$ cat src/rtl/chop_pkg.sv
package chop_pkg;
  localparam int NCH = 2;

  typedef enum logic [1:0] {
    CH_OFF   = 2'd0,
    CH_BLANK = 2'd1,
    CH_ON    = 2'd2
  } ch_state_e;
endpackage

$ cat src/rtl/chop_osc.sv
module chop_osc
  import chop_pkg::*;
#(
  parameter int PERIOD_CYC = 2000
) (
  input  logic           clk,
  input  logic           rst_n,
  output logic [NCH-1:0] start_o
);
  localparam int CW = (PERIOD_CYC > 2) ? $clog2(PERIOD_CYC) : 1;

  logic [CW-1:0] cnt;

  always_ff @(posedge clk) begin
    if (!rst_n)                          cnt <= '0;
    else if (cnt == CW'(PERIOD_CYC - 1)) cnt <= '0;
    else                                 cnt <= cnt + 1'b1;
  end

  // one registered strobe per channel, evenly spread over the period
  for (genvar g = 0; g < NCH; g++) begin : g_stb
    localparam int OFS = (g * PERIOD_CYC) / NCH;
    localparam int HIT = (OFS == 0) ? PERIOD_CYC - 1 : OFS - 1;
    logic stb_q;
    always_ff @(posedge clk) begin
      if (!rst_n) stb_q <= 1'b0;
      else        stb_q <= (cnt == CW'(HIT));
    end
    assign start_o[g] = stb_q;
  end

  a_r2_cnt_bound: assert property (@(posedge clk) disable iff (!rst_n)
    cnt <= CW'(PERIOD_CYC - 1));
  a_r2_wrap: assert property (@(posedge clk) disable iff (!rst_n)
    (cnt == CW'(PERIOD_CYC - 1)) |=> (cnt == '0));
  a_r3_no_overlap: assert property (@(posedge clk) disable iff (!rst_n)
    $onehot0(start_o));
endmodule

$ cat src/rtl/chop_chan.sv
module chop_chan
  import chop_pkg::*;
#(
  parameter int BLANK_CYC = 125,
  parameter int LVL_W     = 4
) (
  input  logic             clk,
  input  logic             rst_n,
  input  logic             start_i,
  input  logic             cmp_i,
  input  logic             pol_i,
  input  logic             en_i,
  input  logic [LVL_W-1:0] lvl_i,
  input  logic             kill_i,
  output logic             gate_p_o,
  output logic             gate_n_o
);
  localparam int BW = (BLANK_CYC > 1) ? $clog2(BLANK_CYC + 1) : 1;

  ch_state_e     state, state_n;
  logic [BW-1:0] bcnt, bcnt_n;
  logic          pol_q;
  logic          allowed;
  logic          drive;

  assign allowed = en_i && (lvl_i != '0);

  always_comb begin
    state_n = state;
    bcnt_n  = bcnt;
    if (kill_i) begin
      state_n = CH_OFF;
    end else if (start_i) begin
      // a new period overrides any trip seen in the same cycle
      state_n = allowed ? CH_BLANK : CH_OFF;
      bcnt_n  = '0;
    end else begin
      unique case (state)
        CH_BLANK: begin
          if (bcnt == BW'(BLANK_CYC - 1)) state_n = CH_ON;
          else                            bcnt_n  = bcnt + 1'b1;
        end
        CH_ON:   if (cmp_i) state_n = CH_OFF;
        default: state_n = CH_OFF;
      endcase
    end
  end

  always_ff @(posedge clk) begin
    if (!rst_n) begin
      state <= CH_OFF;
      bcnt  <= '0;
      pol_q <= 1'b0;
    end else begin
      state <= state_n;
      bcnt  <= bcnt_n;
      if (start_i) pol_q <= pol_i;
    end
  end

  assign drive    = (state != CH_OFF) && !kill_i;
  assign gate_p_o = drive && !pol_q;
  assign gate_n_o = drive &&  pol_q;

  a_r8_exclusive: assert property (@(posedge clk) disable iff (!rst_n)
    !(gate_p_o && gate_n_o));
  a_r8_pol_held: assert property (@(posedge clk) disable iff (!rst_n)
    !start_i |=> $stable(pol_q));
  a_r6_stays_off: assert property (@(posedge clk) disable iff (!rst_n)
    (state == CH_OFF && !start_i) |=> (state == CH_OFF));
  a_r5_blank_holds: assert property (@(posedge clk) disable iff (!rst_n)
    (state == CH_BLANK && !start_i && !kill_i) |=> (state != CH_OFF));
  a_r10_start_wins: assert property (@(posedge clk) disable iff (!rst_n)
    (start_i && allowed && !kill_i) |=> (state == CH_BLANK && bcnt == '0));
  a_r9_kill_latches: assert property (@(posedge clk) disable iff (!rst_n)
    kill_i |=> (state == CH_OFF));
endmodule

$ cat src/rtl/chop_pwm_top.sv
module chop_pwm_top
  import chop_pkg::*;
#(
  parameter int PERIOD_CYC = 2000,
  parameter int BLANK_CYC  = 125,
  parameter int LVL_W      = 4
) (
  input  logic             clk,
  input  logic             rst_n,
  input  logic             cmp_a,
  input  logic             cmp_b,
  input  logic             pol_a,
  input  logic             pol_b,
  input  logic             en_a,
  input  logic             en_b,
  input  logic [LVL_W-1:0] lvl_a,
  input  logic [LVL_W-1:0] lvl_b,
  input  logic             kill,
  output logic             gate_ap,
  output logic             gate_an,
  output logic             gate_bp,
  output logic             gate_bn,
  output logic             start_a,
  output logic             start_b
);
  logic [NCH-1:0] stb, cmp_v, pol_v, en_v, gp_v, gn_v;
  logic [LVL_W-1:0] lvl_v [NCH];

  assign cmp_v    = {cmp_b, cmp_a};
  assign pol_v    = {pol_b, pol_a};
  assign en_v     = {en_b, en_a};
  assign lvl_v[0] = lvl_a;
  assign lvl_v[1] = lvl_b;

  chop_osc #(.PERIOD_CYC(PERIOD_CYC)) u_osc (
    .clk     (clk),
    .rst_n   (rst_n),
    .start_o (stb)
  );

  for (genvar c = 0; c < NCH; c++) begin : g_ch
    chop_chan #(.BLANK_CYC(BLANK_CYC), .LVL_W(LVL_W)) u_chan (
      .clk      (clk),
      .rst_n    (rst_n),
      .start_i  (stb[c]),
      .cmp_i    (cmp_v[c]),
      .pol_i    (pol_v[c]),
      .en_i     (en_v[c]),
      .lvl_i    (lvl_v[c]),
      .kill_i   (kill),
      .gate_p_o (gp_v[c]),
      .gate_n_o (gn_v[c])
    );
  end

  assign gate_ap = gp_v[0];
  assign gate_an = gn_v[0];
  assign gate_bp = gp_v[1];
  assign gate_bn = gn_v[1];
  assign start_a = stb[0];
  assign start_b = stb[1];

  a_r9_kill_dark: assert property (@(posedge clk) disable iff (!rst_n)
    kill |-> !(gate_ap || gate_an || gate_bp || gate_bn));
  a_r3_apart: assert property (@(posedge clk) disable iff (!rst_n)
    start_a |-> !start_b);
endmodule

$ cat config.mk
export PLATFORM = sky130hd
export DESIGN_NAME = chop_pwm_top
export DESIGN_NICKNAME = d
export VERILOG_FILES = /design/src/rtl/chop_pkg.sv /design/src/rtl/chop_osc.sv /design/src/rtl/chop_chan.sv /design/src/rtl/chop_pwm_top.sv
export SDC_FILE = /design/constraint.sdc
export NUM_CORES = 1
export LEC_CHECK = 0
export BUFFER_PORTS_ARGS = -buffer_cell sky130_fd_sc_hd__buf_2
export CORE_ASPECT_RATIO = 0.7
export CORE_MARGIN = 1
export CORE_UTILIZATION = 45
export DETAILED_ROUTE_END_ITERATION = 8
export PLACE_DENSITY = 0.67
export REMOVE_ABC_BUFFERS = 1
export SYNTH_ARGS = -nofsm -noshare
export SYNTH_HDL_FRONTEND = slang
export SYNTH_SLANG_ARGS = --single-unit
$ cat constraint.sdc
create_clock -name clk -period 1.6 [get_ports clk]
set_input_delay 0.08 -clock clk [delete_from_list [all_inputs] [get_ports clk]]
set_output_delay 0.08 -clock clk [all_outputs]
set_load 0.02 [all_outputs]
== Word-level counts from Yosys, hierarchy flattened ==
Index checks and enable logic that the tools add are counted.
Widths: inputs -> output; s select.
Operators by class
  bitwise gates (word level): 2
  $add $sub $neg: 3
  multiplexer cells: 16
  reduce and logical (&&, ||, !) cells: 23
  equal/unequal tests: 14
Operators with widths (number)
  $mux 7: 6
  $add 7x1->7 const B: 2
  $eq 7x7->1 const B: 2
  $mux 2: 6
  $add 11x1->11 const B: 1
  $eq 11x10->1 const B: 1
  $eq 11x11->1 const B: 1
  $logic_and 1x1->1: 8
  $pmux 2 s2: 2
  $reduce_bool 2->1: 4
  $reduce_bool 4->1: 2
  $ne 3x2->1 const B: 2
  $ne 3x3->1 const B: 2
  $reduce_and 3->1: 2
  $eq 2x1->1 const B: 2
  $eq 2x2->1 const B: 2
  $ne 2x2->1 const B: 2
  $reduce_and 2->1: 2
  $reduce_or 2->1: 2
  $logic_not 1->1: 3
  $mux 1: 2
  $not 1->1: 2
Storage, ports and cells
  word-level logic and storage cells: 67
  output and inout bits: 6
  bits of input ports: 17
  register bits after elaboration: 33

== Longest topological paths before layout ==
  word-level depth: 4
  mapped depth: 6
  mapped depth without buffers: 6

== By module ==
A second synthesis with hierarchy kept.
Unflattened totals
  cells, all modules: 212
  area, all modules: 1813.0 sq um
By module, submodules not included
  chop_chan: cells each 74, times used 2, seq. area each 200.2 sq um, area each 603.1 sq um
  chop_osc: cells each 64, times used 1, seq. area each 260.2 sq um, area each 606.8 sq um

== Least setup slack after synthesis ==
No wires, ideal clock.
  path type: register to register
  from: register u_osc.cnt[0]
  to: register u_osc.cnt[9]
  required time: 1.485 ns
  stages on the path, launching flop included: 7
  buffers on the path: 1
  clock period less this slack: 1.660 ns
  library setup time: 0.115 ns
  arrival time: 1.546 ns
  path slack: -0.060 ns
  cells stage by stage: dfxtp_1 > ha_1 > nand2_2 > or4_4 > o31ai_4 > buf_6 > nor2_1
Between the ends
  cells in the longest elaborated chain, start to end: 2
  elaborated cells on any way between the ends: 3
  classes of those cells: add/sub: 1; eq/ne: 1; reduce/logical: 1
RTL lines
  start: declaration: RTL line chop_osc.sv:12  | logic [CW-1:0] cnt;
  start signal: assignment: RTL line chop_osc.sv:17  | else cnt <= cnt + 1'b1;
  branches (longest 2 deep; another with $add 11x1->11)
Several ways; the timed one is not identified.
A chain may end at the register's enable or synchronous reset.

== Worst setup path in the final report ==
  from: register u_osc.cnt[1]
  to: register u_osc.cnt[5]
The elaborated chain is that of the path after synthesis.

==> summary.txt <==
Status
  – Status: complete, but fails checks
  – Failing checks: negative setup slack

Synthesis
  – Area share of the largest cell type after synthesis: 0.375
  – Largest cells by area after synthesis: dfxtp_1 37%, nor2_1 6.0%, nand2_1 4.3%
  – Warnings, synthesis: 0
  – Main combinational cell family by area after synthesis: simple AND/OR/NAND/NOR gates
  – Fraction of synthesized cell area in xor and xnor cells: 0.0447
  – Area leader, netlist: dfxtp_1
  – Cell variety after synth: 45
  – Post-Synth Simple-Gate Area: 0.348
  – Prevailing post-synth register cell: dfxtp_1
  – Synth async-reset ratio: 0
  – Post-synth EDFFs: 0
  – Mux contribution to synthesized area: 0.0284
  – Mean Syn Cell Area: about 8.3 um^2
  – Adder-Cell Fraction of Synth Area: 0.0355
  – Register area share after synthesis: 0.375
  – Mapped Area: about 1800 um^2
  – Cells after Synth: 212
  – Synth Area in Compound Gates: 0.123
  – Yosys reg bits: 33

Placed design
  – DP HPWL: 2.75 mm
  – GP Congestion: between 0.7 and 0.8
  – Placed inst area: between 2000 and 2500 um^2
  – Port bufs: 22
  – Cell count after placement: 301
  – Post-place setup slack: -0.0512 ns

Die
  – Die Height: about 54 um
  – Initial core utilization: 0.486
  – # rows: 18
  – DIE WIDTH: slightly below 80 um
  – Die area: 4180 um^2
  – I/O pin count: 23
  – Core ar.: approximately 3600 um^2

Route
  – Met3 WL: ~160 um
  – Routed WL: 3.95 mm
  – DR WL/cell: around 13 um
  – Routed via count: approximately 1.7k
  – Vias per std cell: about 5.3
  – Top routing layer in use: met4
  – Antenna-violating nets left: 0
  – Met2 wire length: between 1.5 and 2 mm
  – First DRT Iteration DRCs: between 50 and 60
  – Post-route DRC violation count: 0
  – Metal-1 WL: 1.96 mm
  – DRT Pass-1 Iters: 6

Worst setup path
  – Slowest stage cell, crit path: or4_4
  – Reg2Reg Depth: 6
  – CP peak stage delay: 0.50 ns
  – Critical path class: reg -> reg
  – Critical Path Stages: 6
  – Arrival time of the worst setup path: ~1.8 ns
  – CP Launch Type: register
  – Worst-path cell chain: ha_4, nand2_4, or4_4, o31ai_4, buf_6, nor2_1
  – Crit-path max FO: 6
  – Crit path capture type: register
  – Top delay family on crit path: simple AND/OR/NAND/NOR gates
  – Buf/Inv on CP: 1
  – Req. time, crit path: about 1.8 ns

Worst hold path
  – Hold Path Depth: 3
  – Worst Hold Class: in -> reg

Global routing
  – Initial antenna violation count: 0
  – Total grt overflow: 0
  – GRT Util Overall: 0.204
  – Wire length of the first global-routing pass: about 6.5 mm
  – Largest net degree at the start of global routing: 18
  – Vias in the first global route: around 1.4k

Timing
  – Final hold vios: 0
  – Relative slew slack: 0.716
  – Worst Skew: between 0.01 and 0.015 ns
  – Slew Viols, Final: 0
  – RSZ-0062 raised after global routing: yes
  – Minimum clock period: approximately 1.6 ns
  – Final period util: 1.00
  – Fmax: approximately 0.62 GHz
  – Worst-Margin Slew: between 0.4 and 0.5 ns
  – Minimum hold slack: about 0.015 ns
  – Final setup viols: 1
  – Setup WS post-layout: -0.00259 ns

Clock tree
  – CTS Buf Count: 5
  – Root Buffer Master: clkbuf_8
  – Skew-Pair Late Insertion Delay: between 0.2 and 0.3 ns
  – Clock sinks: 33
  – CTS tree: built
  – H-tree levels: 2
  – Hold buffers post-CTS: 0
  – Clk buf depth: 2
  – Clock-pin slew on the worst setup and hold paths: roughly 0.080 ns

Cells and area
  – Filler cells: approximately 320
  – Syn-to-layout area delta: 31.3%
  – Layout cells sized above 1: 0.311
  – Finished Layout Cells: 314
  – Utilization after layout: 0.638
  – NumNets Final: around 290
  – Ant diodes: 0
  – Fin area: about 2300 um^2

Power
  – PwrDens: 756 nW/um^2
  – Leak: 0.912 nW
  – Max IR drop VDD: between 0.0005 and 0.0006 V

Job
  – MaxCap Viol Count: 0
[power by group]
part / switching [mW] / internal [mW]
sequential: 0.00715 / 0.828
clock: 0.314 / 0.508
combinational: 0.0474 / 0.0459
[tightest hold or removal path, delay by kind of cell]
family,cells,cell delay (ns)
mux,1,0.05
buf+inv,1,0.07
simple gates,1,0.07
[Yosys cell counts (all sizes together) (6+ instances only)]
cell,count
clkbuf,7
dfxtp,33
inv,9
nand2,21
nand3,14
nand4,7
nor2,28
nor2b,6
nor3,6
o21ai,6
or4,8
xnor2,7
[final timing paths]
kind                                   start                              endpoint  slack [ns]
max reg2reg          u_osc.cnt[1]$_SDFF_PP0_               u_osc.cnt[5]$_SDFF_PP0_      -0.003
max                  u_osc.cnt[1]$_SDFF_PP0_               u_osc.cnt[5]$_SDFF_PP0_      -0.003
min                                    pol_a     g_ch[0].u_chan.pol_q$_SDFFE_PN0P_        0.02
min reg2reg  u_osc.g_stb[1].stb_q$_SDFF_PN0_  g_ch[1].u_chan.state[1]$_SDFFE_PP0P_        0.51
[per-layer routing]
metal  GRT usage  vias to the layer above
met5           0                        -
met4      0.0865                        0
met3      0.0500                        7
met2       0.327                       29
met1       0.268                      766
li1            -                      856
[logic make-up (layout without fill, tap and decap cells)]
group,Yosys count,after routing
XOR/XNOR,9,9
adder cells (fa/ha/maj),5,5
flip-flops,33,33
buffers and inverters,19,71
multiplexers,5,5
AO/OA/AOI/OAI,30,30
AND/OR/NAND/NOR,111,111
[area by class of cell]
cell class                      count  area, um^2  share of cell area
Inverter                           10        37.5              0.0162
Clock buffer                        7        86.3              0.0373
Tap cell                           50        62.6              0.0270
Timing Repair Buffer               53         354               0.153
Multi-Input combinational cell    160        1080               0.465
Sequential cell                    33         668               0.289
Clock inverter                      1        30.0              0.0130
[timing repair]
item,in CTS,in global routing
endpoints found under the setup margin,12,18
pin swaps,1,8
resized for setup,6,16
endpoints found under the hold margin,0,0
buffers inserted,0,5
[sequential cells by signal, summed over array words and instances (netlist names)]
signal and cells:
g_ch.u_chan.bcnt 14, u_osc.cnt 11, g_ch.u_chan.state 4, g_ch.u_chan.pol_q 2, u_osc.g_stb.stb_q 2
[cells in the final DEF (no fill, tap or decap), types with 4 or more instances in the layout]
| cell type | count |
|---|---|
| o21ai_0 | 4 |
| buf_2 | 22 |
| dfxtp_1 | 27 |
| nor2_1 | 27 |
| nand3_1 | 14 |
| a21oi_1 | 4 |
| mux2i_1 | 5 |
| o211ai_1 | 5 |
| nor2b_1 | 6 |
| or4_1 | 7 |
| nand2_1 | 19 |
| nor3_1 | 6 |
| nand4_1 | 6 |
| inv_1 | 7 |
| a31oi_1 | 4 |
| dfxtp_2 | 6 |
| buf_4 | 28 |
| clkbuf_8 | 6 |
| xnor2_1 | 7 |
[through the flow]
step / TNS (ns) / power [mW]
final: -0.00259 / 1.75
after floorplan: -1.18 / 0.878
after detailed placement: -0.429 / 0.934
after global placement: -0.0494 / 0.933
after global routing: -0.575 / 1.80
after CTS: 0 / 1.75
(Power assumes the default switching activity.)
